**src/rtl/irq_cpu_port.sv**
```systemverilog
module irq_cpu_port #(
  parameter int NUM_IDS = 64,
  parameter int PRIO_W  = 8,
  parameter int SRC_W   = 4
) (
  input  logic              clk,
  input  logic              rst_n,
  input  logic              fwd_set,
  input  logic [9:0]        fwd_id,
  input  logic [PRIO_W-1:0] fwd_prio,
  input  logic [SRC_W-1:0]  fwd_src,
  input  logic              reg_rd,
  input  logic              reg_wr,
  input  logic [1:0]        reg_addr,
  input  logic [31:0]       reg_wdata,
  output logic [31:0]       reg_rdata,
  output logic              irq_out
);
  localparam int NIDS  = (NUM_IDS > 511) ? 511 : NUM_IDS;
  localparam int IW    = $clog2(NIDS);
  localparam int NSGI  = 16;
  localparam int HI_W  = 32 - 10 - SRC_W;
  localparam logic [9:0] SPURIOUS = 10'd1023;

  logic [NIDS-1:0]   pend_q, act_q;
  logic [PRIO_W-1:0] prio_q    [NIDS];
  logic [SRC_W-1:0]  src_q     [NSGI];
  logic [SRC_W-1:0]  act_src_q [NSGI];
  logic              en_q;
  logic [PRIO_W-1:0] pmr_q;

  logic              found;
  logic [9:0]        best_id;
  logic [PRIO_W-1:0] best_prio;

  always_comb begin
    found     = 1'b0;
    best_id   = '0;
    best_prio = '1;
    for (int i = 0; i < NIDS; i++) begin
      if (pend_q[i] && !act_q[i] && (prio_q[i] < pmr_q) &&
          (!found || prio_q[i] < best_prio)) begin
        found     = 1'b1;
        best_id   = 10'(i);
        best_prio = prio_q[i];
      end
    end
  end

  wire              give     = en_q && found;
  wire              best_sgi = best_id < 10'(NSGI);
  wire [SRC_W-1:0]  best_src = best_sgi ? src_q[best_id[3:0]] : '0;
  wire [31:0]       ack_val  = give ? {{HI_W{1'b0}}, best_src, best_id} : {22'd0, SPURIOUS};
  wire              do_ack   = reg_rd && reg_addr == 2'd2 && give;

  wire [9:0]        e_id     = reg_wdata[9:0];
  wire [SRC_W-1:0]  e_src    = reg_wdata[10 +: SRC_W];
  wire              e_sgi    = e_id < 10'(NSGI);
  wire              eoi_wr   = reg_wr && reg_addr == 2'd3;
  wire              eoi_ok   = eoi_wr && e_id < 10'(NIDS) &&
                               (!e_sgi || e_src == act_src_q[e_id[3:0]]);
  wire              set_ok   = fwd_set && fwd_id < 10'(NIDS);

  always_comb begin
    case (reg_addr)
      2'd0:    reg_rdata = {31'd0, en_q};
      2'd1:    reg_rdata = {{(32-PRIO_W){1'b0}}, pmr_q};
      2'd2:    reg_rdata = ack_val;
      default: reg_rdata = '0;
    endcase
  end

  assign irq_out = give;

  always_ff @(posedge clk) begin
    if (!rst_n) begin
      en_q   <= 1'b0;
      pmr_q  <= '0;
      pend_q <= '0;
      act_q  <= '0;
      for (int i = 0; i < NIDS; i++) prio_q[i] <= '0;
      for (int i = 0; i < NSGI; i++) begin
        src_q[i]     <= '0;
        act_src_q[i] <= '0;
      end
    end else begin
      if (reg_wr && reg_addr == 2'd0) en_q  <= reg_wdata[0];
      if (reg_wr && reg_addr == 2'd1) pmr_q <= reg_wdata[PRIO_W-1:0];
      if (do_ack && best_sgi) act_src_q[best_id[3:0]] <= best_src;
      if (set_ok && fwd_id < 10'(NSGI)) src_q[fwd_id[3:0]] <= fwd_src;
      for (int i = 0; i < NIDS; i++) begin
        if (do_ack && best_id == 10'(i)) begin
          pend_q[i] <= 1'b0;
          act_q[i]  <= 1'b1;
        end
        if (eoi_ok && e_id == 10'(i)) act_q[i] <= 1'b0;
        if (set_ok && fwd_id == 10'(i)) begin
          pend_q[i] <= 1'b1;
          prio_q[i] <= fwd_prio;
        end
      end
    end
  end

  // an acknowledged ID is active on the next cycle
  a_r5_ack_marks_active: assert property (@(posedge clk) disable iff (!rst_n)
    (do_ack && !reg_wr) |=> act_q[$past(best_id[IW-1:0])]);

  // a spurious acknowledge leaves pending and active untouched
  a_r6_spurious_quiet: assert property (@(posedge clk) disable iff (!rst_n)
    (reg_rd && reg_addr == 2'd2 && !give && !fwd_set && !reg_wr)
      |=> ($stable(pend_q) && $stable(act_q)));

  // a valid retire of a non-software ID clears its active bit
  a_r8_eoi_clears: assert property (@(posedge clk) disable iff (!rst_n)
    (eoi_wr && !e_sgi && e_id < 10'(NIDS) && !reg_rd)
      |=> !act_q[$past(e_id[IW-1:0])]);

  // a software ID retired with the wrong source field stays active
  a_r9_src_mismatch: assert property (@(posedge clk) disable iff (!rst_n)
    (eoi_wr && e_sgi && e_src != act_src_q[e_id[3:0]] && !reg_rd)
      |=> $stable(act_q));

  // an in-range forwarded event leaves its ID pending
  a_r10_set_pends: assert property (@(posedge clk) disable iff (!rst_n)
    (fwd_set && fwd_id < 10'(NIDS)) |=> pend_q[$past(fwd_id[IW-1:0])]);
endmodule

```
**config.mk**
```make
export PLATFORM = sky130hd
export DESIGN_NAME = irq_cpu_port
export DESIGN_NICKNAME = d
export VERILOG_FILES = /design/src/rtl/irq_cpu_port.sv
export SDC_FILE = /design/constraint.sdc
export NUM_CORES = 2
export LEC_CHECK = 0
export BUFFER_PORTS_ARGS = -buffer_cell sky130_fd_sc_hd__buf_2
export CAP_MARGIN = 15
export CORE_MARGIN = 3
export CORE_UTILIZATION = 45
export CTS_CLUSTER_SIZE = 24
export DETAILED_ROUTE_END_ITERATION = 8
export GPL_TIMING_DRIVEN = 1
export PLACE_DENSITY = 0.63
export SLEW_MARGIN = 20
export SYNTH_ARGS = -nofsm -noshare
export SYNTH_HDL_FRONTEND = slang
export SYNTH_SLANG_ARGS = --single-unit
export TNS_END_PERCENT = 10
```
**constraint.sdc**
```tcl
create_clock -name clk -period 173 [get_ports clk]
set_input_delay 17.3 -clock clk [delete_from_list [all_inputs] [get_ports clk]]
set_output_delay 17.3 -clock clk [all_outputs]
set_load 0.05 [all_outputs]
```
---- Word level (Yosys, flattened, before mapping) ----
Memories as Yosys holds them, arrays and structs flattened.
Index checks and enable logic that the tools add are counted.
storage, ports and cells
  flip-flop bits (word level) ............. 137
  bits in writable memories ............... 640
  input bits .............................. 61
  output and inout bits ................... 33
  logic and storage cells ................. 1833
  memories ................................ 3
operators by class
  order comparisons ....................... 132
  equal/unequal tests ..................... 193
  muxes and demuxes ....................... 590
  bitwise gates (word level) .............. 65
  reductions and logical operators ........ 720
memories
  memory     words  width  rd ports  clocked after memory_dff  wr ports  line  source
  prio_q     64     8      64        0                         64        26    logic [PRIO_W-1:0] prio_q [NIDS];
  act_src_q  16     4      1         0                         16        28    logic [SRC_W-1:0] act_src_q [NSGI];
  src_q      16     4      1         0                         16        27    logic [SRC_W-1:0] src_q [NSGI];
operators with widths
  operator                                                     number
  less-than comparator 8 bit                                   127
  2-to-1 mux 8 bit                                             127
  == test 10 x 6 -> 1 bit, second input constant               96
  2-to-1 mux 10 bit                                            62
  == test 10 x 5 -> 1 bit, second input constant               48
  logical AND 1 bit                                            394
  2-to-1 mux 1 bit                                             394
  == test 10 x 4 -> 1 bit, second input constant               24
  zero test 1 bit                                              128
  nonzero test 2 bit                                           64
  OR reduction 2 bit                                           64
  == test 10 x 3 -> 1 bit, second input constant               12
  logical OR 1 bit                                             64
  OR 1 bit                                                     64
  == test 10 x 2 -> 1 bit, second input constant               6
  one-hot mux 14 bit (3 select lines)                          1
  == test 10 x 1 -> 1 bit, second input constant               3
  zero test 10 bit                                             3
  less-than comparator 10 x 5 -> 1 bit, second input constant  3
  less-than comparator 10 x 7 -> 1 bit, second input constant  2
  2-to-1 mux 4 bit                                             5
  2-to-1 mux 14 bit                                            1
  OR reduction 4 bit                                           2
  == test 2 bit, second input constant                         2
  4 further kinds                                              4

---- Logic depth before layout (Yosys ltp) ----
  word-level depth ........................ 264
  mapped depth ............................ 756
  depth with buffers taken out ............ 690

---- Worst setup path before layout ----
OpenSTA, ideal clock, no wires.
  path type ............................... register to output
  start point ............................. register pmr_q[2]
  end point ............................... output reg_rdata[12]
  data arrival time ....................... 123.893 ns
  required time ........................... 155.700 ns
  slack ................................... 31.807 ns
  cell stages (with the launch flop) ...... 714
  cell sequence ........................... dfxtp_1 > inv_1 > ha_1 > a211oi_2 > o21ai_2 > a21o_1 > buf_6 > nor2_1 > ha_1 > a211oi_1 > o21ai_0 > a31oi_1 > o31ai_2 > nand2_1 > nand2_1 > a21oi_1 > inv_1 > ha_1 > [... 678 more ...] > a311oi_2 > buf_6 > nor2_1 > a21oi_1 > ha_1 > a21o_1 > a21o_1 > a21oi_1 > o21ai_0 > a21boi_0 > nand2_1 > a211o_1 > nand2_1 > nor2_2 > buf_2 > a221oi_1 > o22ai_1 > nor4_1
on the way
  word-level cells in the longest chain between the ends .. 259
  elaborated cells between the ends (all ways) .. 576
  classes of those cells .................. order compare: 128; mux: 193; reduce/logical: 254; memory: 1
ends and longest elaborated chain
  what                                                                                     line  source
  start, declared                                                                          30    logic [PRIO_W-1:0] pmr_q;
  start signal, assigned                                                                   88    if (reg_wr && reg_addr == 2'd1) pmr_q <= reg_wdata[PRIO_W-1:0];
  less-than comparator 8 bit                                                               41    if (pend_q[i] && !act_q[i] && (prio_q[i] < pmr_q) &&
  logical AND 1 bit                                                                        41
  2-to-1 mux 8 bit / 2-to-1 mux 1 bit (equally long branches)                              41
  less-than comparator 8 bit / zero test 1 bit (equally long branches)                     42    (!found || prio_q[i] < best_prio)) begin
  logical OR 1 bit                                                                         42
  logical AND 1 bit                                                                        41
  2-to-1 mux 8 bit / 2-to-1 mux 1 bit (equally long branches)                              41
  less-than comparator 8 bit / zero test 1 bit (equally long branches)                     42
  [... 243 more ...]                                                                       n/a
  less-than comparator 8 bit / zero test 1 bit (equally long branches)                     42
  logical OR 1 bit                                                                         42
  logical AND 1 bit                                                                        41
  2-to-1 mux 10 bit                                                                        41
  less-than comparator 10 x 5 -> 1 bit / memory read (16 x 4 bit) (equally long branches)  n/a
  2-to-1 mux 4 bit                                                                         52    wire [SRC_W-1:0] best_src = best_sgi ? src_q[best_id[3:0]] : '0;
  2-to-1 mux 14 bit (*)                                                                    53    wire [31:0] ack_val = give ? {{HI_W{1'b0}}, best_src, best_id} : {22'd0, SPURIOUS};
  one-hot mux 14 bit (3 select lines) (*)                                                  65    case (reg_addr)
  end, declared                                                                            16    output logic [31:0] reg_rdata,
Every way passes the cells marked *; elsewhere a longest branch is shown, timed or not.

---- Worst setup path after layout ----
  start point ............................. register pmr_q[5]
  end point ............................... output reg_rdata[11]
The elaborated chain is that of the path after synthesis.

==> metrics.txt <==
# TYPE chip_impl_metric gauge
chip_impl_info{name="worst_path_max_delay_cell",value="sky130_fd_sc_hd__nor4_1"} 1
chip_impl_metric{name="met3WireLength",unit="um"} 17600
chip_impl_metric{name="number_of_endpoints_with_negative_hold_slack_in_the_final_report",unit=""} 0
chip_impl_metric{name="critPathMaxStageDelay",unit="ns"} 0.64
chip_impl_metric{name="worstMarginPinSlew",unit="ns"} 1.18
chip_impl_metric{name="residual_drc_count",unit=""} 0
chip_impl_metric{name="synthToLayoutAreaGrowth",unit="%"} 7.36
chip_impl_metric{name="postRouteAntennaNets",unit=""} 0
chip_impl_info{name="worst_setup_ep_type",value="primary output"} 1
chip_impl_info{name="rsz0062_at_grt",value="no"} 1
chip_impl_metric{name="ff2ff_setup_slack",unit="ns"} 29.98
chip_impl_metric{name="synth_warnings",unit=""} 0
chip_impl_metric{name="die_y",unit="um"} 381
chip_impl_info{name="startpoint_type",value="register"} 1
chip_impl_metric{name="core.rowCount",unit=""} 137
chip_impl_metric{name="aggregate_global_routing_overflow",unit=""} 0
chip_impl_metric{name="dpl.hpwl",unit="um"} 152000
chip_impl_metric{name="die_x",unit="um"} 381
chip_impl_metric{name="cts_hold_buf",unit=""} 0
chip_impl_metric{name="clock_skew",unit="ns"} 0.0408
chip_impl_metric{name="synth_cells",unit=""} 6846
chip_impl_metric{name="track_usage",unit="%"} 27.8
chip_impl_metric{name="critPathMaxFanout",unit=""} 21
chip_impl_info{name="run_status",value="complete, no violations"} 1
chip_impl_metric{name="detail_route.vias_per_cell",unit=""} 6.18
chip_impl_metric{name="synth_seq_cells",unit=""} 777
chip_impl_metric{name="synth-async-reset-ratio",unit="%"} 0
chip_impl_info{name="tritoncts_clock_tree",value="yes"} 1
chip_impl_metric{name="slew_violations",unit=""} 0
chip_impl_metric{name="finalCriticalPeriod",unit="ns"} 161.32
chip_impl_metric{name="number_of_antenna_violations_at_the_first_check_in_global_routing",unit=""} 11
chip_impl_metric{name="area_of_combinational_cells_with_multiple_inputs",unit="sq um"} 38900
chip_impl_metric{name="final_core_density",unit="%"} 48.7
chip_impl_metric{name="fin_tns_setup",unit="ns"} 0
chip_impl_metric{name="maximum_number_of_pins_on_one_net_before_global_route_repair",unit=""} 128
chip_impl_metric{name="cts_made_buffers",unit=""} 88
chip_impl_metric{name="route.vias.total",unit=""} 54300
chip_impl_metric{name="worst_ep_arrival_time",unit="ns"} 144.02
chip_impl_metric{name="layout_worst_path_cycle_share",unit="%"} 93.2
chip_impl_metric{name="vias_in_the_first_global_route",unit=""} 51900
chip_impl_info{name="path_class",value="register to primary output"} 1
chip_impl_metric{name="routed_wirelength",unit="um"} 208000
chip_impl_info{name="top_signal_layer_used",value="met5"} 1
chip_impl_metric{name="relSlewSlack",unit="%"} 21.0
chip_impl_metric{name="postCtsResizedCells",unit=""} 0
chip_impl_metric{name="fmax",unit="MHz"} 6.20
chip_impl_metric{name="power.internal",unit="uW"} 339
chip_impl_metric{name="grt_pass1_wl",unit="um"} 315000
chip_impl_metric{name="p_switching",unit="uW"} 132
chip_impl_info{name="worst_hold_path_type",value="register to register"} 1
chip_impl_metric{name="met2_wirelength",unit="um"} 90300
chip_impl_metric{name="power.clock.fraction",unit="%"} 40.7
chip_impl_metric{name="seq_power_share",unit="%"} 47.3
chip_impl_metric{name="path_buf_inv",unit=""} 34
chip_impl_metric{name="register_area",unit="sq um"} 22000
chip_impl_metric{name="cts_max_level",unit=""} 3
chip_impl_metric{name="drt_first_iter_violations",unit=""} 5382
chip_impl_metric{name="cts_max_path_buffers",unit=""} 3
chip_impl_metric{name="yosysUniqueCellTypes",unit=""} 174
chip_impl_metric{name="fill_cells",unit=""} 13100
chip_impl_metric{name="wire_per_inst",unit="um"} 23.7
chip_impl_metric{name="clock_transition_at_the_registers_of_the_reported_paths",unit="ns"} 0.06
chip_impl_metric{name="worst_ir_drop_on_vdd",unit="mV"} 0.00786
chip_impl_metric{name="worst-endpoint-required",unit="ns"} 155.70
chip_impl_metric{name="ys_seq_area_share",unit="%"} 34.6
chip_impl_metric{name="drive_gt1_share",unit="%"} 10.5
chip_impl_metric{name="initial_standard_cell_utilization_of_the_core",unit="%"} 45.4
chip_impl_metric{name="report.final.setup_viol",unit=""} 0
chip_impl_metric{name="switching_share",unit="%"} 28.0
chip_impl_metric{name="die-area",unit="sq um"} 145000
chip_impl_metric{name="wl_met1",unit="um"} 91500
chip_impl_metric{name="clock_sink_count",unit=""} 777
chip_impl_metric{name="power_per_cell_area",unit="nW/um^2"} 6.92
chip_impl_metric{name="total_leakage_power",unit="nW"} 27.9
chip_impl_info{name="ys.flop_type",value="sky130_fd_sc_hd__edfxtp_1"} 1
chip_impl_metric{name="clock_latency",unit="ns"} 0.71
chip_impl_info{name="path_delay_family",value="compound AO/OA/AOI/OAI gates"} 1
chip_impl_metric{name="placement.io_buffers",unit=""} 57
chip_impl_metric{name="max-cap-violations",unit=""} 0
chip_impl_metric{name="globalplace.congestion",unit=""} 0.931
chip_impl_metric{name="num_io_pins",unit=""} 94
chip_impl_info{name="crit_top_cell",value="sky130_fd_sc_hd__a21oi_1"} 1
chip_impl_metric{name="mappedNetlistArea",unit="sq um"} 63400
chip_impl_metric{name="drt_pre_antenna_iters",unit=""} 6
chip_impl_metric{name="share_comb_of_total_power",unit="%"} 12.0
chip_impl_info{name="cts.root.buffer_cell",value="sky130_fd_sc_hd__clkbuf_16"} 1
chip_impl_metric{name="postSynthAreaPerCell",unit="sq um"} 9.26
chip_impl_metric{name="synth_edf_count",unit=""} 640
chip_impl_metric{name="layout.nets",unit=""} 7654
chip_impl_metric{name="fp.coreArea",unit="sq um"} 140000
chip_impl_metric{name="cts_setup_buffers",unit=""} 0
[stage by stage]
step                      worst slack, ns  instance area, sq um  hold slack (ns)  total power [mW]  std cells
after floorplan                     31.81                 63500            0.450             0.261       6863
after global routing               0.0720                 68100            0.501             0.488       8775
after detailed placement            12.37                 65100            0.469             0.282       8612
after global placement              14.29                 65100            0.464             0.280       8612
final                               11.68                 68100            0.476             0.471       8781
after CTS                           10.88                 68000            0.476             0.472       8775
[state kept, by name, summed over array words and instances (netlist names)]
| signal | cells |
|---|---|
| en_q | 1 |
| act_q | 64 |
| src_q | 64 |
| pmr_q | 8 |
| pend_q | 64 |
| act_src_q | 64 |
| prio_q | 512 |
[cell type report]
type,instances,share of cell area [%]
Inverter,306,1.70
Multi-Input combinational cell,5534,57.2
Antenna cell,6,0.0221
Sequential cell,777,32.3
Clock inverter,46,0.676
Timing Repair Buffer,119,1.17
Tap cell,1876,3.45
Clock buffer,117,3.55
[kinds of logic after synthesis]
group | synth area share [%]
buffers and inverters | 4.27
multiplexers | 4.33
AO/OA/AOI/OAI | 21.2
XOR/XNOR | 0.505
AND/OR/NAND/NOR | 19.1
flip-flops | 34.6
other | 0.00591
adder cells (fa/ha/maj) | 16.0
[worst register-to-register path: cells and delay by family (launching register included)]
family          cells  cell delay, ns
compound gates    342           75.78
simple gates      194           36.71
fa+ha+maj          64           19.11
mux                21            6.69
buf+inv            33            3.91
flops               1            0.39
[cells in the final DEF, fill, tap and decap left out, types with 58 or more instances in the layout]
| cell type | netlist | final |
|---|---|---|
| sky130_fd_sc_hd__nand3_1 | 127 | 127 |
| sky130_fd_sc_hd__clkbuf_16 | 0 | 91 |
| sky130_fd_sc_hd__nor3_1 | 74 | 68 |
| sky130_fd_sc_hd__and2_1 | 59 | 58 |
| sky130_fd_sc_hd__nor2b_1 | 180 | 179 |
| sky130_fd_sc_hd__mux2i_1 | 123 | 123 |
| sky130_fd_sc_hd__nand2_1 | 590 | 582 |
| sky130_fd_sc_hd__edfxtp_1 | 640 | 640 |
| sky130_fd_sc_hd__o21ai_0 | 426 | 426 |
| sky130_fd_sc_hd__nand4_1 | 85 | 85 |
| sky130_fd_sc_hd__nand2b_1 | 133 | 133 |
| sky130_fd_sc_hd__a21o_1 | 172 | 172 |
| sky130_fd_sc_hd__ha_1 | 767 | 767 |
| sky130_fd_sc_hd__o21ai_1 | 102 | 99 |
| sky130_fd_sc_hd__a21oi_1 | 510 | 509 |
| sky130_fd_sc_hd__o221a_1 | 66 | 66 |
| sky130_fd_sc_hd__nor2_1 | 861 | 856 |
| sky130_fd_sc_hd__dfxtp_1 | 137 | 136 |
| sky130_fd_sc_hd__buf_4 | 45 | 59 |
| sky130_fd_sc_hd__inv_1 | 306 | 292 |
| sky130_fd_sc_hd__and3_1 | 78 | 78 |
| sky130_fd_sc_hd__mux2_2 | 62 | 62 |
[metal layers]
layer,up-vias,GRT usage [%]
li1,25500,-
met1,26400,38.3
met5,-,0
met4,8,11.5
met3,407,5.45
met2,2018,42.7
[power groups by stage]
stage	combinational [mW]	clock, mW	sequential [mW]
6_report	0.0564	0.192	0.223
5_1_grt	0.0633	0.201	0.224
4_1_cts	0.0557	0.194	0.223
3_5_place_dp	0.0552	0	0.226
3_3_place_gp	0.0536	0	0.226
2_1_floorplan	0.0393	0	0.222
[worst paths after layout]
path	depth (start not counted)	startpoint	endpoint
hold / removal	2	pend_q[30]$_SDFFE_PN0P_	pend_q[30]$_SDFFE_PN0P_
setup reg to reg	654	pmr_q[5]$_SDFFE_PN0P_	act_src_q[11][2]$_SDFFCE_PN0P_
hold reg to reg	2	pend_q[30]$_SDFFE_PN0P_	pend_q[30]$_SDFFE_PN0P_
setup / recovery	656	pmr_q[5]$_SDFFE_PN0P_	reg_rdata[11]
[Yosys cell counts (15+ instances only)]
| library cell | count | area, sq um |
|---|---|---|
| sky130_fd_sc_hd__o21ai_1 | 102 | 510 |
| sky130_fd_sc_hd__mux4_2 | 20 | 450 |
| sky130_fd_sc_hd__o211ai_1 | 49 | 368 |
| sky130_fd_sc_hd__edfxtp_1 | 640 | 19200 |
| sky130_fd_sc_hd__a211oi_1 | 29 | 218 |
| sky130_fd_sc_hd__o22ai_1 | 36 | 225 |
| sky130_fd_sc_hd__inv_1 | 306 | 1150 |
| sky130_fd_sc_hd__xnor2_1 | 19 | 166 |
| sky130_fd_sc_hd__nor3_1 | 74 | 370 |
| sky130_fd_sc_hd__mux2_2 | 62 | 698 |
| sky130_fd_sc_hd__o2111ai_1 | 18 | 158 |
| sky130_fd_sc_hd__o221a_1 | 66 | 743 |
| sky130_fd_sc_hd__nand3_1 | 127 | 636 |
| sky130_fd_sc_hd__a21boi_0 | 25 | 188 |
| sky130_fd_sc_hd__o21ai_0 | 426 | 2130 |
| sky130_fd_sc_hd__buf_6 | 38 | 428 |
| sky130_fd_sc_hd__o31a_1 | 15 | 131 |
| sky130_fd_sc_hd__o211ai_2 | 15 | 188 |
| sky130_fd_sc_hd__nand2_1 | 590 | 2210 |
| sky130_fd_sc_hd__nand2b_1 | 133 | 832 |
| sky130_fd_sc_hd__a221oi_1 | 21 | 184 |
| sky130_fd_sc_hd__a31oi_1 | 39 | 244 |
| sky130_fd_sc_hd__nand4_1 | 85 | 532 |
| sky130_fd_sc_hd__nor4_1 | 18 | 113 |
| sky130_fd_sc_hd__mux2i_1 | 123 | 1230 |
| sky130_fd_sc_hd__or2_2 | 29 | 181 |
| sky130_fd_sc_hd__ha_1 | 767 | 9600 |
| sky130_fd_sc_hd__o21a_1 | 43 | 323 |
| sky130_fd_sc_hd__buf_4 | 45 | 338 |
| sky130_fd_sc_hd__a211o_1 | 21 | 184 |
| sky130_fd_sc_hd__dfxtp_1 | 137 | 2740 |
| sky130_fd_sc_hd__o31ai_1 | 24 | 180 |
| sky130_fd_sc_hd__nor2_2 | 19 | 119 |
| sky130_fd_sc_hd__or3_1 | 38 | 238 |
| sky130_fd_sc_hd__maj3_1 | 46 | 460 |
| sky130_fd_sc_hd__nor2b_1 | 180 | 1130 |
| sky130_fd_sc_hd__clkbuf_1 | 121 | 454 |
| sky130_fd_sc_hd__and3_1 | 78 | 488 |
| sky130_fd_sc_hd__a21o_1 | 172 | 1290 |
| sky130_fd_sc_hd__a22oi_1 | 19 | 143 |
| sky130_fd_sc_hd__buf_2 | 18 | 90.1 |
| sky130_fd_sc_hd__and4_1 | 21 | 184 |
| sky130_fd_sc_hd__and2_1 | 59 | 369 |
| sky130_fd_sc_hd__nor2_1 | 861 | 3230 |
| sky130_fd_sc_hd__a21oi_1 | 510 | 2550 |
(Power assumes the default switching activity.)
